File: src/rtl/raster_csr_pkg.sv
package raster_csr_pkg;
  localparam int CSR_DW  = 32;
  localparam int NREG    = 14;
  localparam int SLOT_W  = $clog2(NREG);

  localparam int IX_CTRL  = 0;
  localparam int IX_HRES  = 1;
  localparam int IX_HSB   = 2;
  localparam int IX_HSE   = 3;
  localparam int IX_HTOT  = 4;
  localparam int IX_VRES  = 5;
  localparam int IX_VSB   = 6;
  localparam int IX_VSE   = 7;
  localparam int IX_VTOT  = 8;
  localparam int IX_BASE  = 9;
  localparam int IX_ACT   = 10;
  localparam int IX_BURST = 11;
  localparam int IX_DDC   = 12;
  localparam int IX_CLK   = 13;

  function automatic logic [CSR_DW-1:0] rst_val(input int idx);
    case (idx)
      IX_CTRL: rst_val = 32'd1;
      IX_HRES: rst_val = 32'd640;
      IX_VRES: rst_val = 32'd480;
      default: rst_val = '0;
    endcase
  endfunction
endpackage

File: src/rtl/raster_csr_decode.sv
module raster_csr_decode
  import raster_csr_pkg::*;
#(
  parameter int ADDR_W = 8
) (
  input  logic [ADDR_W-3:0] word_idx,
  output logic              hit,
  output logic [SLOT_W-1:0] slot
);
  localparam int IDX_W = ADDR_W - 2;

  always_comb begin
    hit  = (word_idx < IDX_W'(NREG));
    slot = word_idx[SLOT_W-1:0];
  end
endmodule

File: src/rtl/raster_csr_store.sv
module raster_csr_store
  import raster_csr_pkg::*;
#(
  parameter logic [31:0] BASE_MASK = 32'hFFFF_FFFF,
  parameter int          ALIGN_W   = 5
) (
  input  logic              clk,
  input  logic              rst,
  input  logic              we,
  input  logic              hit,
  input  logic [SLOT_W-1:0] slot,
  input  logic [CSR_DW-1:0] wdata,
  output logic [CSR_DW-1:0] q [NREG],
  output logic              geom_pulse,
  output logic              base_pulse
);
  logic wr_ok;
  logic aligned;

  assign wr_ok   = we && hit;
  assign aligned = (wdata[ALIGN_W-1:0] == '0);

  for (genvar i = 0; i < NREG; i++) begin : g_slot
    logic sel;
    assign sel = wr_ok && (slot == SLOT_W'(i));
    if (i == IX_ACT) begin : g_mirror
      assign q[i] = q[IX_BASE];
    end else if (i == IX_BASE) begin : g_base
      logic [CSR_DW-1:0] r;
      always_ff @(posedge clk) begin
        if (rst)                r <= rst_val(i);
        else if (sel && aligned) r <= wdata & BASE_MASK;
      end
      assign q[i] = r;
    end else begin : g_plain
      logic [CSR_DW-1:0] r;
      always_ff @(posedge clk) begin
        if (rst)      r <= rst_val(i);
        else if (sel) r <= wdata;
      end
      assign q[i] = r;
    end
  end

  always_ff @(posedge clk) begin
    if (rst) begin
      geom_pulse <= 1'b0;
      base_pulse <= 1'b0;
    end else begin
      geom_pulse <= wr_ok && (slot == SLOT_W'(IX_CTRL) ||
                              slot == SLOT_W'(IX_HRES) ||
                              slot == SLOT_W'(IX_VRES));
      base_pulse <= wr_ok && aligned && (slot == SLOT_W'(IX_BASE));
    end
  end
endmodule

File: src/rtl/raster_csr_readout.sv
module raster_csr_readout
  import raster_csr_pkg::*;
(
  input  logic              clk,
  input  logic              rst,
  input  logic              re,
  input  logic              hit,
  input  logic [SLOT_W-1:0] slot,
  input  logic [CSR_DW-1:0] q [NREG],
  output logic [CSR_DW-1:0] rdata
);
  always_ff @(posedge clk) begin
    if (rst)     rdata <= '0;
    else if (re) rdata <= hit ? q[slot] : '0;
  end
endmodule

File: src/rtl/raster_csr.sv
module raster_csr
  import raster_csr_pkg::*;
#(
  parameter int          ADDR_W    = 8,
  parameter logic [31:0] BASE_MASK = 32'hFFFF_FFFF,
  parameter int          ALIGN_W   = 5
) (
  input  logic              clk,
  input  logic              rst,
  input  logic              bus_rd,
  input  logic              bus_wr,
  input  logic [ADDR_W-1:0] bus_addr,
  input  logic [31:0]       bus_wdata,
  output logic [31:0]       bus_rdata,
  output logic              enable,
  output logic [31:0]       ctrl_word,
  output logic [31:0]       h_res,
  output logic [31:0]       h_sync_beg,
  output logic [31:0]       h_sync_end,
  output logic [31:0]       h_total,
  output logic [31:0]       v_res,
  output logic [31:0]       v_sync_beg,
  output logic [31:0]       v_sync_end,
  output logic [31:0]       v_total,
  output logic [31:0]       fb_base,
  output logic [31:0]       burst_len,
  output logic [31:0]       ddc_word,
  output logic [31:0]       clk_word,
  output logic              geom_pulse,
  output logic              base_pulse
);
  logic              hit;
  logic [SLOT_W-1:0] slot;
  logic [CSR_DW-1:0] q [NREG];

  raster_csr_decode #(.ADDR_W(ADDR_W)) u_dec (
    .word_idx (bus_addr[ADDR_W-1:2]),
    .hit      (hit),
    .slot     (slot)
  );

  raster_csr_store #(.BASE_MASK(BASE_MASK), .ALIGN_W(ALIGN_W)) u_store (
    .clk        (clk),
    .rst        (rst),
    .we         (bus_wr),
    .hit        (hit),
    .slot       (slot),
    .wdata      (bus_wdata),
    .q          (q),
    .geom_pulse (geom_pulse),
    .base_pulse (base_pulse)
  );

  raster_csr_readout u_rd (
    .clk   (clk),
    .rst   (rst),
    .re    (bus_rd),
    .hit   (hit),
    .slot  (slot),
    .q     (q),
    .rdata (bus_rdata)
  );

  assign ctrl_word  = q[IX_CTRL];
  assign enable     = ~q[IX_CTRL][0];
  assign h_res      = q[IX_HRES];
  assign h_sync_beg = q[IX_HSB];
  assign h_sync_end = q[IX_HSE];
  assign h_total    = q[IX_HTOT];
  assign v_res      = q[IX_VRES];
  assign v_sync_beg = q[IX_VSB];
  assign v_sync_end = q[IX_VSE];
  assign v_total    = q[IX_VTOT];
  assign fb_base    = q[IX_BASE];
  assign burst_len  = q[IX_BURST];
  assign ddc_word   = q[IX_DDC];
  assign clk_word   = q[IX_CLK];
endmodule

File: config.mk
export PLATFORM = sky130hd
export DESIGN_NAME = raster_csr
export DESIGN_NICKNAME = d
export VERILOG_FILES = /design/src/rtl/raster_csr_pkg.sv /design/src/rtl/raster_csr_decode.sv /design/src/rtl/raster_csr_store.sv /design/src/rtl/raster_csr_readout.sv /design/src/rtl/raster_csr.sv
export SDC_FILE = /design/constraint.sdc
export NUM_CORES = 1
export LEC_CHECK = 0
export ABC_AREA = 1
export BUFFER_PORTS_ARGS = -buffer_cell sky130_fd_sc_hd__buf_2
export CAP_MARGIN = 5
export CORE_MARGIN = 2
export CORE_UTILIZATION = 35
export DETAILED_ROUTE_END_ITERATION = 8
export MAX_ROUTING_LAYER = met4
export PLACE_DENSITY = 0.68
export REMOVE_ABC_BUFFERS = 1
export SYNTH_ARGS = -nofsm -noshare
export SYNTH_HDL_FRONTEND = slang
export SYNTH_HIERARCHICAL = 1
export SYNTH_SLANG_ARGS = --single-unit
File: constraint.sdc
create_clock -name clk -period 2.5 [get_ports clk]
set_input_delay 0.5 -clock clk [delete_from_list [all_inputs] [get_ports clk]]
set_output_delay 0.5 -clock clk [all_outputs]
set_load 0.01 [all_outputs]
---- After elaboration in Yosys (flattened, before gate mapping) ----
Cells that the tools add are included.
operators by class
  magnitude comparators ................... 2
  equality and inequality tests ........... 12
  muxes and demuxes ....................... 4
  bitwise gates (word level) .............. 2
  reduce and logical (&&, ||, !) cells .... 22
operators by type and width
  operator            count
  $bmux 32 s4         1
  $mux 32             3
  $eq 4x4->1 const B  5
  $logic_and 1x1->1   18
  $eq 4x3->1 const B  4
  $eq 4x2->1 const B  2
  $lt 6x4->1 const B  1
  $ge 5x5->1 const B  1
  $logic_not 5->1     1
  $not 4->5           1
  $eq 4x1->1 const B  1
  $logic_not 4->1     1
  $logic_or 1x1->1    2
  $not 1->1           1
word-level totals
  flip-flop bits (word level) ............. 450
  input port bits ......................... 44
  output and inout bits ................... 451

---- Longest topological paths before layout ----
  depth in word-level cells ............... 5
  gate-level depth with buffers ........... 12
  depth with buffers taken out ............ 9

---- Hierarchy ----
The synthesis kept the hierarchy.
by module, submodules not included
  module              times used  cells an instance  area an instance (um^2)  sequential area each (um^2)
  raster_csr_store    1           2,049              15,657.5                 8,368.0
  raster_csr_readout  1           1,382              6,374.9                  640.6
  raster_csr_decode   1           8                  46.3                     0.0
  raster_csr          1           1                  3.8                      0.0

---- Least setup slack after synthesis ----
OpenSTA, ideal clock, no wires.
  path type ............................... input to register
  start point ............................. in bus_addr[3]
  end point ............................... reg u_rd.rdata[10]
  arrival ................................. 1.576 ns
  data required time ...................... 2.368 ns
  slack ................................... 0.792 ns
  cell stages on the path ................. 10
  buffers on the path ..................... 4
  cell sequence ........................... buf_4 buf_2 inv_2 buf_2 buf_2 nand3_1 nand3_1 nand3_1 nand3_1 a21oi_1
on the way
  word-level cells in the longest chain between the ends .. 5
RTL lines
  item                                        RTL line                  RTL
  from (decl)                                 raster_csr.sv:12          input logic [ADDR_W-1:0] bus_addr,
  $not 4->5 (not written as such)             raster_csr_readout.sv:14  else if (re) rdata <= hit ? q[slot] : '0;
  $bmux 32 s4                                 raster_csr_readout.sv:14
  $mux 32 (not written as such) (2 in a row)  raster_csr_readout.sv:14
  $mux 32 (*)                                 raster_csr_readout.sv:14
  to (signal assigned)                        raster_csr_readout.sv:14
  to (decl)                                   raster_csr_readout.sv:10  output logic [CSR_DW-1:0] rdata
Mark *: on every way between the ends. The rest lies on a longest branch, timed or not. The select of a mux whose other input is x is not followed.
A chain may end at the register's enable or synchronous reset.

---- Worst setup path in the final report ----
  start point ............................. in bus_addr[5]
  end point ............................... reg u_store.g_slot[1].g_plain.r[9]
on the way
  word-level cells in the longest chain between the ends .. 3
RTL lines
  item                  RTL line                 RTL
  $lt 6x4->1            raster_csr_decode.sv:13  hit = (word_idx < IDX_W'(NREG));
  named net hit         raster_csr.sv:32         logic hit;
  $logic_and 1x1->1     raster_csr_store.sv:20   assign wr_ok = we && hit;
  $logic_and 1x1->1     raster_csr_store.sv:25   assign sel = wr_ok && (slot == SLOT_W'(i));
  to (signal assigned)  raster_csr_store.sv:38   if (rst) r <= rst_val(i);
  to (signal assigned)  raster_csr_store.sv:39   else if (sel) r <= wdata;
  to (decl)             raster_csr_store.sv:36   logic [CSR_DW-1:0] r;
The timed path passes the listed nets, and every way through them passes these cells.

==> impl_metrics.prom <==
# TYPE chip_impl_metric gauge
chip_impl_metric{name="drtIter0Drc",unit=""} 3111
chip_impl_metric{name="drt_wl_total",unit="µm"} 101300
chip_impl_metric{name="post_synthesis_instance_total",unit=""} 3440
chip_impl_metric{name="tns",unit="ns"} 0
chip_impl_metric{name="dieArea",unit="µm²"} 65120
chip_impl_metric{name="synthToLayoutAreaGrowth",unit="%"} 22.26
chip_impl_metric{name="ios",unit=""} 495
chip_impl_metric{name="number_of_nets_with_antenna_violations_after_detailed_routing",unit=""} 0
chip_impl_metric{name="fill_cells",unit=""} 6443
chip_impl_metric{name="finalInstanceArea",unit="µm²"} 27000
chip_impl_metric{name="io_buffers",unit=""} 492
chip_impl_metric{name="clk_path_buf_depth",unit=""} 3
chip_impl_metric{name="max-vdd-ir-drop",unit="µV"} 389.9
chip_impl_metric{name="finalNonFillerCells",unit=""} 4646
chip_impl_metric{name="wl_per_cell",unit="µm"} 21.81
chip_impl_metric{name="max_cap_viol_count",unit=""} 0
chip_impl_metric{name="timing.critical_path.fanout_max",unit=""} 41
chip_impl_metric{name="tritoncts.num_buffers",unit=""} 51
chip_impl_metric{name="cts_resized",unit=""} 0
chip_impl_metric{name="route.vias.total",unit=""} 24910
chip_impl_metric{name="dpl-instance-area",unit="µm²"} 25340
chip_impl_metric{name="clock_tree.htree_level_count",unit=""} 2
chip_impl_metric{name="cts_setup_buffers",unit=""} 0
chip_impl_metric{name="syn-mean-instance-area",unit="µm²"} 6.419
chip_impl_metric{name="power.density",unit="nW/µm²"} 605.0
chip_impl_metric{name="path_clk_slew",unit="ns"} 0.06
chip_impl_metric{name="worst_hold_slack",unit="ns"} 0.1720
chip_impl_metric{name="finClkSkew",unit="ns"} 0.02081
chip_impl_metric{name="detail_route.first_pass.iterations",unit=""} 6
chip_impl_metric{name="seq_area",unit="µm²"} 9009
chip_impl_metric{name="gp_routability_congestion",unit=""} 0.8662
chip_impl_info{name="grt_setup_unrepaired",value="no"} 1
chip_impl_metric{name="multi_input_area",unit="µm²"} 10500
chip_impl_metric{name="cts_num_sinks",unit=""} 450
chip_impl_metric{name="timing.final.crit_share",unit="%"} 77.08
chip_impl_metric{name="first_global_vias",unit=""} 21620
chip_impl_metric{name="hpwlAfterDp",unit="µm"} 62760
chip_impl_metric{name="synth.distinct_cells",unit=""} 21
chip_impl_info{name="min-delay-path-class",value="in2reg"} 1
chip_impl_info{name="cts-root-buf",value="clkbuf_16"} 1
chip_impl_info{name="worstSetupPathType",value="in2reg"} 1
chip_impl_metric{name="achievable-frequency",unit="MHz"} 519.0
chip_impl_metric{name="crit_required",unit="ns"} 2.97
chip_impl_metric{name="grt.total_usage",unit="%"} 30.27
chip_impl_metric{name="drt_drc_violations_left",unit=""} 0
chip_impl_metric{name="cts.hold.buffers_added",unit=""} 0
chip_impl_metric{name="drive_gt1_share",unit="%"} 19.59
chip_impl_info{name="critical_path.endpoint_type",value="flop"} 1
chip_impl_info{name="crit_path_frequent_cell",value="nand2_1"} 1
chip_impl_info{name="tritoncts",value="built"} 1
chip_impl_metric{name="maximum_number_of_pins_on_one_net_before_global_route_repair",unit=""} 145
chip_impl_metric{name="detail_route.vias_per_cell",unit=""} 5.361
chip_impl_metric{name="worst_skew_pair.late_latency",unit="ns"} 0.59
chip_impl_metric{name="period_minus_slack",unit="ns"} 1.927
chip_impl_info{name="cp_cell_sequence",value="buf_2 -> nand3_1 -> nand2_1 -> inv_1 -> nand2_1 -> nor3_2 -> buf_4 -> nand2_4 -> buf_4 -> inv_1 -> nand2_1 -> nand3_1"} 1
chip_impl_metric{name="setup_viol",unit=""} 0
chip_impl_metric{name="worst_path_largest_cell_delay",unit="ns"} 0.50
chip_impl_metric{name="placed_cells_incl_taps",unit=""} 4553
chip_impl_info{name="cp-start-kind",value="input port"} 1
chip_impl_metric{name="synth-seq-cells",unit=""} 450
chip_impl_metric{name="grt_first_pass_wirelength",unit="µm"} 143300
chip_impl_info{name="layout_commonest_cell",value="nand2_1"} 1
chip_impl_metric{name="static-leakage-power",unit="nW"} 12.28
chip_impl_metric{name="area_of_the_placeable_core",unit="µm²"} 62740
chip_impl_metric{name="synth_sequential_area_ratio",unit="%"} 40.80
chip_impl_metric{name="antenna_violations_before_repair",unit=""} 3
chip_impl_metric{name="fp.dieH",unit="µm"} 255.2
chip_impl_metric{name="synth_area",unit="µm²"} 22080
chip_impl_info{name="timing.critical_path.slowest_stage_cell",value="buf_4"} 1
chip_impl_metric{name="yosysWarnings",unit=""} 6
chip_impl_metric{name="start_util",unit="%"} 35.20
chip_impl_metric{name="floorplan_die_width",unit="µm"} 255.2
chip_impl_metric{name="rows",unit=""} 92
chip_impl_metric{name="worst_ep_arrival_time",unit="ns"} 2.40
chip_impl_metric{name="finalHoldViolCount",unit=""} 0
chip_impl_metric{name="report.final.slew_viol_count",unit=""} 0
chip_impl_info{name="result_of_the_run",value="complete, no violations"} 1
chip_impl_info{name="final_cell_mix",value="nand2_1 (1072), buf_2 (489), nand3_1 (465)"} 1
chip_impl_metric{name="slew-limit-headroom",unit="%"} 34.21
chip_impl_metric{name="max_slew.worst_pin.slew",unit="ns"} 0.9853
chip_impl_metric{name="gr-total-overflow",unit=""} 0
chip_impl_metric{name="finalNetCount",unit=""} 3804
-- logic make-up after synthesis --
family          Yosys count  share of synthesized area (%)
compound gates          411                          9.372
simple gates           1966                          37.69
flops                   450                          40.80
buf+inv                 613                          12.14
-- worst paths after layout --
check / from / to / slack [ns] / cells after the start
setup / recovery: bus_addr[5] / u_store/g_slot[1].g_plain.r[9]$_SDFFE_PP1P_ / 0.57 / 12
hold / removal: rst / u_store/g_slot[4].g_plain.r[28]$_SDFFE_PP0P_ / 0.17 / 2
setup reg to reg: u_store/g_slot[12].g_plain.r[23]$_SDFFE_PP0P_ / u_rd/rdata[23]$_SDFFE_PP0P_ / 1.32 / 7
hold reg to reg: u_rd/rdata[20]$_SDFFE_PP0P_ / u_rd/rdata[20]$_SDFFE_PP0P_ / 0.47 / 2
-- per-layer routing --
metal  up-vias  track usage, %  part of all wire [%]
met5         -               -                     0
met4         0           10.29                   3.7
met3       266           6.661                    11
met2      1562           46.82                    45
met1     11530           39.03                    40
li1      11550               -                     -
-- area by class of cell --
class | count | share of cell area [%]
multi-input cells | 2377 | 38.89
flip-flops and latches | 450 | 33.37
repair buffers | 599 | 13.71
clock buffers | 73 | 5.330
inverters | 281 | 3.976
well taps | 846 | 3.921
clock inverters | 18 | 0.7832
diodes | 2 | 0.01854
-- state kept, by name (all words and copies together) (netlist names) --
register and count:
u_store/geom_pulse 1, u_store/g_slot.g_plain.r 384, u_rd/rdata 32, u_store/g_slot.g_base.r 32
u_store/base_pulse 1
-- synthesized netlist by cell type --
cell | count | area (µm²)
buf_4 | 42 | 315.3
nor3_1 | 1 | 5.000
a211oi_1 | 1 | 7.510
o21ai_0 | 92 | 460.4
and3_1 | 1 | 6.260
clkbuf_1 | 152 | 570.6
inv_2 | 5 | 18.77
nor2_2 | 6 | 37.54
buf_1 | 20 | 75.07
inv_1 | 276 | 1036
buf_2 | 106 | 530.5
or2_2 | 32 | 200.2
buf_6 | 12 | 135.1
a21oi_1 | 314 | 1572
nor2_4 | 2 | 22.52
nand3_1 | 469 | 2347
nand4_1 | 97 | 606.8
nor2_1 | 279 | 1047
nand2_1 | 1079 | 4050
dfxtp_1 | 450 | 9009
o211ai_1 | 4 | 30.03
-- critical path, delay by kind of cell --
family	cells	cell delay (ns)
buffers and inverters	5	1.12
AND/OR/NAND/NOR	7	0.73
-- through the flow --
step	power [W]	utilization (%)	setup WS, ns
finish	0.01633	43.03	0.5731
global route	0.01678	43.03	0.5442
CTS	0.01636	43.03	0.6736
detailed placement	0.008849	40.39	0.07953
global placement	0.008838	40.39	0.09770
floorplan	0.007980	-	-4.172
-- report_power, final --
part / switching (W) / total, W / internal [W] / leakage (nW)
combinational: 0.00110 / 0.00149 / 0.000390 / 7.85
sequential: 0.0000316 / 0.00724 / 0.00721 / 3.63
clock: 0.00319 / 0.00760 / 0.00441 / 0.801
total: 0.00432 / 0.0163 / 0.0120 / 12.3
(Power assumes the default switching activity.)
